--- config.mk ---
export PLATFORM = sky130hd
export DESIGN_NAME = mdio_mgmt_ctrl
export DESIGN_NICKNAME = d
export VERILOG_FILES = /design/src/rtl/mdio_mgmt_pkg.sv /design/src/rtl/mdio_mdc_gen.sv /design/src/rtl/mdio_frame_shifter.sv /design/src/rtl/mdio_mgmt_ctrl.sv
export SDC_FILE = /design/constraint.sdc
export NUM_CORES = 1
export LEC_CHECK = 0
export CORE_UTILIZATION = 54
export DETAILED_ROUTE_END_ITERATION = 6
export PLACE_DENSITY_LB_ADDON = 0.2
export SYNTH_ARGS = -nofsm -noshare
export SYNTH_HDL_FRONTEND = slang
export SYNTH_SLANG_ARGS = --single-unit
--- constraint.sdc ---
create_clock -name clk -period 3.35 [get_ports clk]
set_clock_uncertainty 0.15 [all_clocks]
set_input_delay 0.8375 -clock clk [delete_from_list [all_inputs] [get_ports clk]]
set_output_delay 0.8375 -clock clk [all_outputs]
set_load 0.02 [all_outputs]
--- src/rtl/mdio_mgmt_pkg.sv ---
package mdio_mgmt_pkg;
  typedef enum logic [1:0] {
    REG_FRAME = 2'd0,
    REG_EVENT = 2'd1,
    REG_DIV   = 2'd2,
    REG_SPARE = 2'd3
  } reg_sel_e;

  localparam int EVT_BIT       = 23;
  localparam int FRAME_W       = 32;
  localparam int RD_DATA_W     = 16;
  localparam int TA_LAST_POS   = 16;
  localparam logic [1:0] OP_READ = 2'b10;
endpackage

--- src/rtl/mdio_mdc_gen.sv ---
module mdio_mdc_gen #(
  parameter int DIV_W = 6
) (
  input  logic             clk,
  input  logic             rst,
  input  logic             run,
  input  logic [DIV_W-1:0] half_cyc,
  output logic             mdc,
  output logic             rise,
  output logic             fall
);
  logic [DIV_W-1:0] cnt;
  logic [DIV_W-1:0] lim;
  logic             tick;

  // A zero field would stall the clock; treat it as one.
  always_comb begin
    lim  = (half_cyc == '0) ? DIV_W'(1) : half_cyc;
    tick = run && (cnt >= lim - 1'b1);
    rise = tick && !mdc;
    fall = tick && mdc;
  end

  always_ff @(posedge clk) begin
    if (rst || !run) begin
      cnt <= '0;
      mdc <= 1'b0;
    end else if (tick) begin
      cnt <= '0;
      mdc <= ~mdc;
    end else begin
      cnt <= cnt + 1'b1;
    end
  end
endmodule

--- src/rtl/mdio_frame_shifter.sv ---
module mdio_frame_shifter
  import mdio_mgmt_pkg::*;
#(
  parameter int PRE_LEN = 32
) (
  input  logic                 clk,
  input  logic                 rst,
  input  logic                 start,
  input  logic [FRAME_W-1:0]   frame_in,
  input  logic                 rise,
  input  logic                 fall,
  input  logic                 mdio_i,
  output logic                 mdio_o,
  output logic                 mdio_oe,
  output logic                 done,
  output logic                 is_read,
  output logic [RD_DATA_W-1:0] rd_data
);
  localparam int TOT    = PRE_LEN + FRAME_W;
  localparam int IDX_W  = $clog2(TOT);
  localparam int FPOS_W = $clog2(FRAME_W);
  localparam logic [IDX_W-1:0] LAST_IDX = IDX_W'(TOT - 1);
  localparam logic [IDX_W-1:0] PRE_IDX  = IDX_W'(PRE_LEN);

  logic [FRAME_W-1:0]   frame_q;
  logic [IDX_W-1:0]     idx;
  logic                 active;
  logic [IDX_W-1:0]     nxt_idx;
  logic [IDX_W-1:0]     nxt_pos;
  logic [IDX_W-1:0]     cur_pos;
  logic                 nxt_in_frame;
  logic                 nxt_o;
  logic                 nxt_oe;
  logic                 last_bit;

  always_comb begin
    nxt_idx      = idx + 1'b1;
    nxt_pos      = LAST_IDX - nxt_idx;
    cur_pos      = LAST_IDX - idx;
    nxt_in_frame = (nxt_idx >= PRE_IDX);
    nxt_o        = nxt_in_frame ? frame_q[nxt_pos[FPOS_W-1:0]] : 1'b1;
    nxt_oe       = !(is_read && nxt_in_frame &&
                     (nxt_pos <= IDX_W'(TA_LAST_POS)));
    last_bit     = (idx == LAST_IDX);
    done         = active && fall && last_bit;
  end

  always_ff @(posedge clk) begin
    if (rst) begin
      frame_q <= '0;
      idx     <= '0;
      active  <= 1'b0;
      is_read <= 1'b0;
      mdio_o  <= 1'b1;
      mdio_oe <= 1'b0;
      rd_data <= '0;
    end else if (start) begin
      frame_q <= frame_in;
      is_read <= (frame_in[FRAME_W-3 -: 2] == OP_READ);
      idx     <= '0;
      active  <= 1'b1;
      mdio_o  <= 1'b1;
      mdio_oe <= 1'b1;
    end else if (active) begin
      if (rise && is_read && (idx >= PRE_IDX) &&
          (cur_pos < IDX_W'(RD_DATA_W))) begin
        rd_data <= {rd_data[RD_DATA_W-2:0], mdio_i};
      end
      if (fall) begin
        if (last_bit) begin
          active  <= 1'b0;
          mdio_o  <= 1'b1;
          mdio_oe <= 1'b0;
        end else begin
          idx     <= nxt_idx;
          mdio_o  <= nxt_o;
          mdio_oe <= nxt_oe;
        end
      end
    end
  end

  // preamble bits are driven ones
  assert_preamble_driven_R3: assert property (@(posedge clk) disable iff (rst)
    (active && idx < PRE_IDX) |-> (mdio_oe && mdio_o));

  // read frames leave the line free from the second turnaround bit on
  assert_read_release_R4: assert property (@(posedge clk) disable iff (rst)
    (active && is_read && idx >= PRE_IDX && cur_pos <= IDX_W'(TA_LAST_POS))
      |-> !mdio_oe);

  // write frames drive every bit
  assert_write_driven_R4: assert property (@(posedge clk) disable iff (rst)
    (active && !is_read) |-> mdio_oe);
endmodule

--- src/rtl/mdio_mgmt_ctrl.sv ---
module mdio_mgmt_ctrl
  import mdio_mgmt_pkg::*;
#(
  parameter int DIV_W   = 6,
  parameter int PRE_LEN = 32
) (
  input  logic        clk,
  input  logic        rst,
  input  logic        bus_wr,
  input  logic        bus_rd,
  input  logic [1:0]  bus_addr,
  input  logic [31:0] bus_wdata,
  output logic [31:0] bus_rdata,
  output logic        busy,
  output logic        mdc,
  output logic        mdio_o,
  output logic        mdio_oe,
  input  logic        mdio_i
);
  logic [FRAME_W-1:0]   data_q;
  logic                 evt_q;
  logic [DIV_W-1:0]     div_q;
  logic                 accept;
  logic                 evt_clr;
  logic                 rise_s;
  logic                 fall_s;
  logic                 done_s;
  logic                 rd_s;
  logic [RD_DATA_W-1:0] cap_s;

  always_comb begin
    accept  = bus_wr && (bus_addr == REG_FRAME) && !busy;
    evt_clr = bus_wr && (bus_addr == REG_EVENT) && bus_wdata[EVT_BIT];
  end

  mdio_mdc_gen #(.DIV_W(DIV_W)) u_mdc (
    .clk(clk), .rst(rst), .run(busy), .half_cyc(div_q),
    .mdc(mdc), .rise(rise_s), .fall(fall_s)
  );

  mdio_frame_shifter #(.PRE_LEN(PRE_LEN)) u_shift (
    .clk(clk), .rst(rst), .start(accept), .frame_in(bus_wdata),
    .rise(rise_s), .fall(fall_s), .mdio_i(mdio_i),
    .mdio_o(mdio_o), .mdio_oe(mdio_oe), .done(done_s),
    .is_read(rd_s), .rd_data(cap_s)
  );

  always_ff @(posedge clk) begin
    if (rst) begin
      data_q    <= '0;
      busy      <= 1'b0;
      evt_q     <= 1'b0;
      div_q     <= '0;
      bus_rdata <= '0;
    end else begin
      if (accept) begin
        data_q <= bus_wdata;
        busy   <= 1'b1;
      end else if (done_s) begin
        busy <= 1'b0;
        if (rd_s) data_q[RD_DATA_W-1:0] <= cap_s;
      end
      // completion wins over a simultaneous clear
      if (done_s)       evt_q <= 1'b1;
      else if (evt_clr) evt_q <= 1'b0;
      if (bus_wr && bus_addr == REG_DIV) div_q <= bus_wdata[DIV_W:1];
      if (bus_rd) begin
        case (bus_addr)
          REG_FRAME: bus_rdata <= data_q;
          REG_EVENT: bus_rdata <= 32'(evt_q) << EVT_BIT;
          REG_DIV:   bus_rdata <= 32'(div_q) << 1;
          default:   bus_rdata <= '0;
        endcase
      end
    end
  end

  // an accepted frame write makes the block busy and starts driving
  assert_start_busy_R2: assert property (@(posedge clk) disable iff (rst)
    accept |=> (busy && mdio_oe && mdio_o));

  // completion leaves the event set and the block idle
  assert_done_event_R7: assert property (@(posedge clk) disable iff (rst)
    done_s |=> (evt_q && !busy));

  // frame writes during a transaction do not touch the stored word
  assert_busy_write_ignored_R8: assert property (@(posedge clk) disable iff (rst)
    (busy && bus_wr && bus_addr == REG_FRAME && !done_s) |=> $stable(data_q));

  // set beats clear on the same edge
  assert_set_wins_R9: assert property (@(posedge clk) disable iff (rst)
    (done_s && evt_clr) |=> evt_q);

  // quiet line while idle
  assert_idle_quiet_R3: assert property (@(posedge clk) disable iff (rst)
    !busy |-> (!mdc && !mdio_oe));
endmodule

* Word-level counts from Yosys, hierarchy flattened
Index checks and enable logic that the tools add are counted.
** Cells by class
- $add $sub $neg :: 5
- Multiply operators :: 0
- Divide/modulo/power cells :: 0
- $lt $le $gt $ge :: 6
- Eq/ne operators :: 4
- Shifts and indexed selects :: 0
- Muxes and demuxes :: 21
- Bitwise gates (word level) :: 3
- Reductions and logical operators :: 33
** Operators by type and width (number)
- 32-bit one-hot mux with 3 select lines :: 1
- 16-bit two-way mux :: 3
- 1-bit logical AND :: 15
- 1-bit two-way mux :: 15
- 6-bit by 1-bit adder with 6-bit output (second input constant) :: 2
- 6-bit greater-or-equal comparator (second input constant) :: 2
- 6-bit subtractor (first input constant) :: 2
- 2-bit nonzero test :: 5
- 6-bit == test (second input constant) :: 1
- 6-bit greater-or-equal comparator :: 1
- 6-bit by 5-bit less-or-equal comparator with 1-bit output (second input constant) :: 1
- 6-bit zero test :: 1
- 5-bit by 6-bit less-than comparator with 1-bit output (second input constant) :: 1
- 6-bit by 5-bit less-than comparator with 1-bit output (second input constant) :: 1
- 6-bit two-way mux :: 1
- 2-bit AND reduction :: 3
- 3-bit AND reduction :: 2
- 6-bit by 1-bit subtractor with 6-bit output (second input constant) :: 1
- 1-bit binary-select mux with 5-bit select :: 1
- 2-bit == test (second input constant) :: 2
- 2-bit OR reduction :: 2
- 1-bit zero test :: 3
- 1-bit inverter :: 3
- 2-bit by 1-bit == test with 1-bit output (second input constant) :: 1
- other kinds (2) :: 2
** Word-level totals
- Register bits after elaboration :: 137
- Bits in latches :: 0
- Bits in writable memories :: 0
- Memory bits (read-only) :: 0
- Bits of input ports :: 39
- Output and inout port bits :: 36
- Memories :: 0

* Depth between registers and ports, before layout
- Depth in word-level cells :: 10
- Depth in mapped cells :: 14

* Cells and area by module
A second synthesis with hierarchy kept.
** Second synthesis, totals
- Cells, all modules :: 636
- Area total of the unflattened synthesis :: 5930.7 µm²
** By module, submodules not included
- mdio_mgmt_ctrl :: times used 1, cells an instance 337, area an instance 2899.0 µm², sequential area each 1441.4 µm²
- mdio_frame_shifter :: times used 1, cells an instance 240, area an instance 2521.2 µm², sequential area each 1161.1 µm²
- mdio_mdc_gen :: times used 1, cells an instance 59, area an instance 510.5 µm², sequential area each 140.1 µm²

* Worst setup path before layout
Ideal clock, no wire load.
- Path type :: register -> register
- Start point :: reg div_q[2]
- End point :: reg u_shift.rd_data[10]
- Library setup time :: 0.128 ns
- Data arrival time :: 2.576 ns
- Required time :: 3.072 ns
- Setup slack :: 0.496 ns
- Stages on the path, launching flop included :: 15
- Buffers on the path :: 1
- Clock period less this slack :: 2.854 ns
- Cells stage by stage :: dfxtp_1 nor2_1 nand2_1 nor2_1 nor2_1 ha_1 nand2_1 xor2_1 ha_1 nand4_1 o221ai_1 nand3_2 buf_4 mux2i_1 nor2_1
** On the way
- Cells in the longest elaborated chain, start to end :: 10
** RTL lines
- start: declaration :: line mdio_mgmt_ctrl.sv:22 : logic [DIV_W-1:0] div_q;
- start signal: assignment :: line mdio_mgmt_ctrl.sv:66 : if (bus_wr && bus_addr == REG_DIV) div_q <= bus_wdata[DIV_W:1];
- 6-bit zero test :: line mdio_mdc_gen.sv:18 : lim = (half_cyc == '0) ? DIV_W'(1) : half_cyc;
- 6-bit two-way mux (*) :: line mdio_mdc_gen.sv:18
- 6-bit by 1-bit subtractor with 6-bit output (*) :: line mdio_mdc_gen.sv:19 : tick = run && (cnt >= lim - 1'b1);
- 6-bit greater-or-equal comparator (*) :: line mdio_mdc_gen.sv:19
- 1-bit logical AND (*) :: line mdio_mdc_gen.sv:19
- 1-bit logical AND (*) :: line mdio_mdc_gen.sv:20 : rise = tick && !mdc;
- 1-bit logical AND (*) (3 in a row) :: line mdio_frame_shifter.sv:65 : if (rise && is_read && (idx >= PRE_IDX) &&
- 3-bit AND reduction (no line) (*)
- end signal: assignment :: line mdio_frame_shifter.sv:67 : rd_data <= {rd_data[RD_DATA_W-2:0], mdio_i};
- end: declaration :: line mdio_frame_shifter.sv:17 : output logic [RD_DATA_W-1:0] rd_data
Every way passes the cells marked *; elsewhere a longest branch is shown, timed or not.
A chain may end at the register's enable or synchronous reset.

* Final worst setup path
- Start point :: reg div_q[2]
- End point :: reg data_q[12]
** On the way
- Cells in the longest elaborated chain, start to end :: 10
** RTL lines
- 6-bit zero test :: line mdio_mdc_gen.sv:18
- 6-bit two-way mux (*) :: line mdio_mdc_gen.sv:18
- 6-bit by 1-bit subtractor with 6-bit output (*) :: line mdio_mdc_gen.sv:19
- 6-bit greater-or-equal comparator (*) :: line mdio_mdc_gen.sv:19
- 1-bit logical AND (*) :: line mdio_mdc_gen.sv:19
- 1-bit logical AND (*) :: line mdio_mdc_gen.sv:21 : fall = tick && mdc;
- 1-bit logical AND (*) (2 in a row) :: line mdio_frame_shifter.sv:45 : done = active && fall && last_bit;
- 2-bit nonzero test (no line) (*)
- 2-bit AND reduction (no line) (*)
- end signal: assignment :: line mdio_mgmt_ctrl.sv:57 : data_q <= bus_wdata;
- end signal: indexed assignment :: line mdio_mgmt_ctrl.sv:61 : if (rd_s) data_q[RD_DATA_W-1:0] <= cap_s;
- end: declaration :: line mdio_mgmt_ctrl.sv:20 : logic [FRAME_W-1:0] data_q;
Marks and branches as above.

==> flow_metrics.tcl <==
set metrics [dict create \
    dieArea_sq_um 9884 \
    grt_pass1_vias 4266 \
    drive_gt1_share_pct 10.31 \
    cts_inserted_buffers 17 \
    diodes 0 \
    drt-total-wl_um 12490 \
    postRouteAntennaNets 0 \
    cp_slowest_cell "dfxtp_1" \
    multi_input_comb_area_sq_um 2554 \
    worstSetupEndpointType "flop" \
    grt_use_total_pct 26.89 \
    synth_top_family_by_area "simple AND/OR/NAND/NOR gates" \
    path_class "reg -> reg" \
    drc 0 \
    hold_path.class "reg -> reg" \
    grt_pass1_wl_um 20730 \
    hold-worst-slack_ps 302.7 \
    timing.final.hold_violations 0 \
    synth-adder-area-share_pct 2.441 \
    gp_congestion 0.8357 \
    critical_path.most_common_cell "nor2_1" \
    cts_tree "built" \
    min_period_ps 3194 \
    grt_max_degree 73 \
    register_area_sq_um 2422 \
    root_buffer "clkbuf_8" \
    slew_headroom_pct 54.11 \
    dp_slack_ps 188.6 \
    cts_hold_buf 0 \
    min_period_over_period_pct 95.35 \
    final_cell_mix "dfxtp_1, nand2_1, nor2_1, clkdlybuf4s50_1, a21oi_1" \
    clk_latency_ps 520 \
    grt-ovfl-total 0 \
    synth_compound_area_share_pct 12.06 \
    dp_hpwl_um 8421 \
    drt_pass1_iterations 5 \
    synth_area_sq_um 5125 \
    synth_seq_cells 121 \
    synth-simple-area-share_pct 22.09 \
    cpPeakStageDelay_ps 410 \
    rows 35 \
    vias 4420 \
    vias_per_cell 5.595 \
    synth-async-reset-ratio_pct 0 \
    worstPathCellList "nor2_1 > nand2_1 > nor2_1 > nor2_1 > ha_1 > nand2_1 > xor2_1 > ha_1 > nand4_1 > o221a_2 > o21ai_4 > nor2_1 > a311oi_1" \
    power_leakage_nw 2.548 \
    required_ps 3610 \
    yosysSeqAreaShare_pct 47.27 \
    ys.flop_type "dfxtp_1" \
    nFillCells 703 \
    muxShareOfSynthArea_pct 9.619 \
    fp.coreArea_sq_um 9196 \
    wire_per_inst_um 15.81 \
    cts-htree-levels 4 \
    status "finished clean" \
    synth-xor-area-share_pct 3.052 \
    synth_nets 641 \
    crit_arrival_ps 3460 \
    syn_avg_cell_area_sq_um 8.657 \
    worst_slack_ps 155.9 \
    setup_viol_count_final 0 \
    drt_iter0_markers 284 \
    powerDensity_nw_per_um2 543.9 \
    portBuffers 74 \
    clk_pin_slew_ps 60 \
    vdd_ir_drop_max_v 0.0004277 \
    fmax_mhz 313.1 \
    die_width_um 99.42 \
    setup-tns-final_ps 0 \
    start_util_pct 55.73 \
    mostFrequentLayoutCell "dfxtp_1" \
    maxSlewViolCount 0 \
    antenna_found_initial 0 \
    worstMarginPinSlew_ps 688.4 \
    cap_viol_max_count 0 \
    synth_warnings 0 \
    ioPinCount 75 \
    numClockSinks 121 \
    nets 715 \
    synth_cell_type_count 48 \
    crit_path_max_fanout 16 \
    synth_edf_count 0 \
    start_kind "flop" \
    die_y_um 99.42 \
    synth_cells 592 \
    clockBufferDepth 2 \
    syn2layout_area_growth_pct 28.64 \
]
Yosys cell counts (2+ instances only):
| library cell | number | share of area [%] |
|---|---|---|
| nand2b_1 | 4 | 0.49 |
| mux4_1 | 2 | 1.0 |
| ha_1 | 10 | 2.4 |
| inv_1 | 8 | 0.59 |
| nor2_2 | 2 | 0.24 |
| nor3_1 | 5 | 0.49 |
| a2111oi_0 | 2 | 0.34 |
| mux4_2 | 3 | 1.3 |
| o21ai_0 | 5 | 0.49 |
| dfxtp_1 | 121 | 47 |
| o22ai_1 | 2 | 0.24 |
| xor2_1 | 8 | 1.4 |
| buf_4 | 2 | 0.29 |
| mux2i_1 | 26 | 5.1 |
| a311oi_1 | 9 | 1.5 |
| nor2_1 | 88 | 6.4 |
| and3_1 | 2 | 0.24 |
| a31oi_1 | 7 | 0.85 |
| buf_6 | 2 | 0.44 |
| nor2b_1 | 34 | 4.2 |
| a21oi_1 | 68 | 6.6 |
| or3_1 | 2 | 0.24 |
| mux2_2 | 10 | 2.2 |
| nand2_1 | 99 | 7.3 |
| nand3b_1 | 2 | 0.29 |
| nor4_1 | 3 | 0.37 |
| clkbuf_1 | 27 | 2.0 |
| a211oi_1 | 3 | 0.44 |
| nand3_1 | 10 | 0.98 |
| xnor2_1 | 8 | 1.4 |
layer usage:
metal | track usage [%] | share of wire, % | vias to the layer above
met5 | 0 | 0 | -
met4 | 8.937 | 1.1 | 0
met3 | 6.254 | 5.1 | 13
met2 | 44.93 | 49 | 135
met1 | 34.36 | 45 | 2108
li1 | - | - | 2164
layout make-up:
class / count / area share, %
multi-input combinational: 430 / 38.74
sequential: 121 / 36.74
timing repair buffer: 88 / 12.79
clock buffer: 18 / 6.339
clock inverter: 14 / 2.828
tap: 111 / 2.107
inverter: 8 / 0.4555
sequential cells by signal (all words and copies together) (netlist names):
register and flops:
u_shift.is_read 1, div_q 6, u_mdc.mdc 1, u_shift.idx 6, u_mdc.cnt 6, u_shift.rd_data 16
evt_q 1, bus_rdata 32, busy 1, data_q 32, u_shift.mdio_o 1, u_shift.mdio_oe 1
u_shift.frame_q 16, u_shift.active 1
critical path: cells and delay by family, from the launching register on:
family | cells | cell delay [ps]
xor gates and xnor gates | 1 | 140
AOI/OAI and AO/OA | 3 | 1090
DFF | 1 | 410
adders and majority gates | 2 | 540
and+or+nand+nor | 7 | 730
report_power, final:
part           switching [mW]  leakage (nW)  internal (mW)
combinational           0.139          1.28          0.109
sequential             0.0212         0.979           1.47
clock                   0.697         0.289           1.15
total                   0.857          2.55           2.73
per-stage QoR:
stage	utilization (%)	cell area, sq um	power (mW)	cells
2_1_floorplan	-	5125	1.653	592
3_3_place_gp	64.91	5969	1.749	758
3_5_place_dp	64.91	5969	1.758	758
4_1_cts	71.48	6574	3.594	790
5_1_grt	71.69	6593	3.704	790
6_report	71.69	6593	3.586	790
what timing repair did:
item	CTS	global route
hold endpoints to repair	0	0
resized for setup	0	3
setup endpoints to repair	0	13
setup buffers	0	0
cell families (layout without fill, tap and decap cells):
logic type,after synthesis,after routing
buf+inv,41,128
compound gates,105,105
flops,121,121
simple gates,257,257
mux,41,41
fa+ha+maj,10,10
xor+xnor,17,17
worst paths after layout:
check | start | endpoint | slack, ps | depth (start not counted)
min reg2reg | u_shift.frame_q[0] | u_shift.frame_q[0] | 300 | 2
min | u_shift.frame_q[0] | u_shift.frame_q[0] | 300 | 2
max | div_q[2] | data_q[12] | 160 | 13
max reg2reg | div_q[2] | data_q[12] | 160 | 13
(Power assumes the default switching activity.)
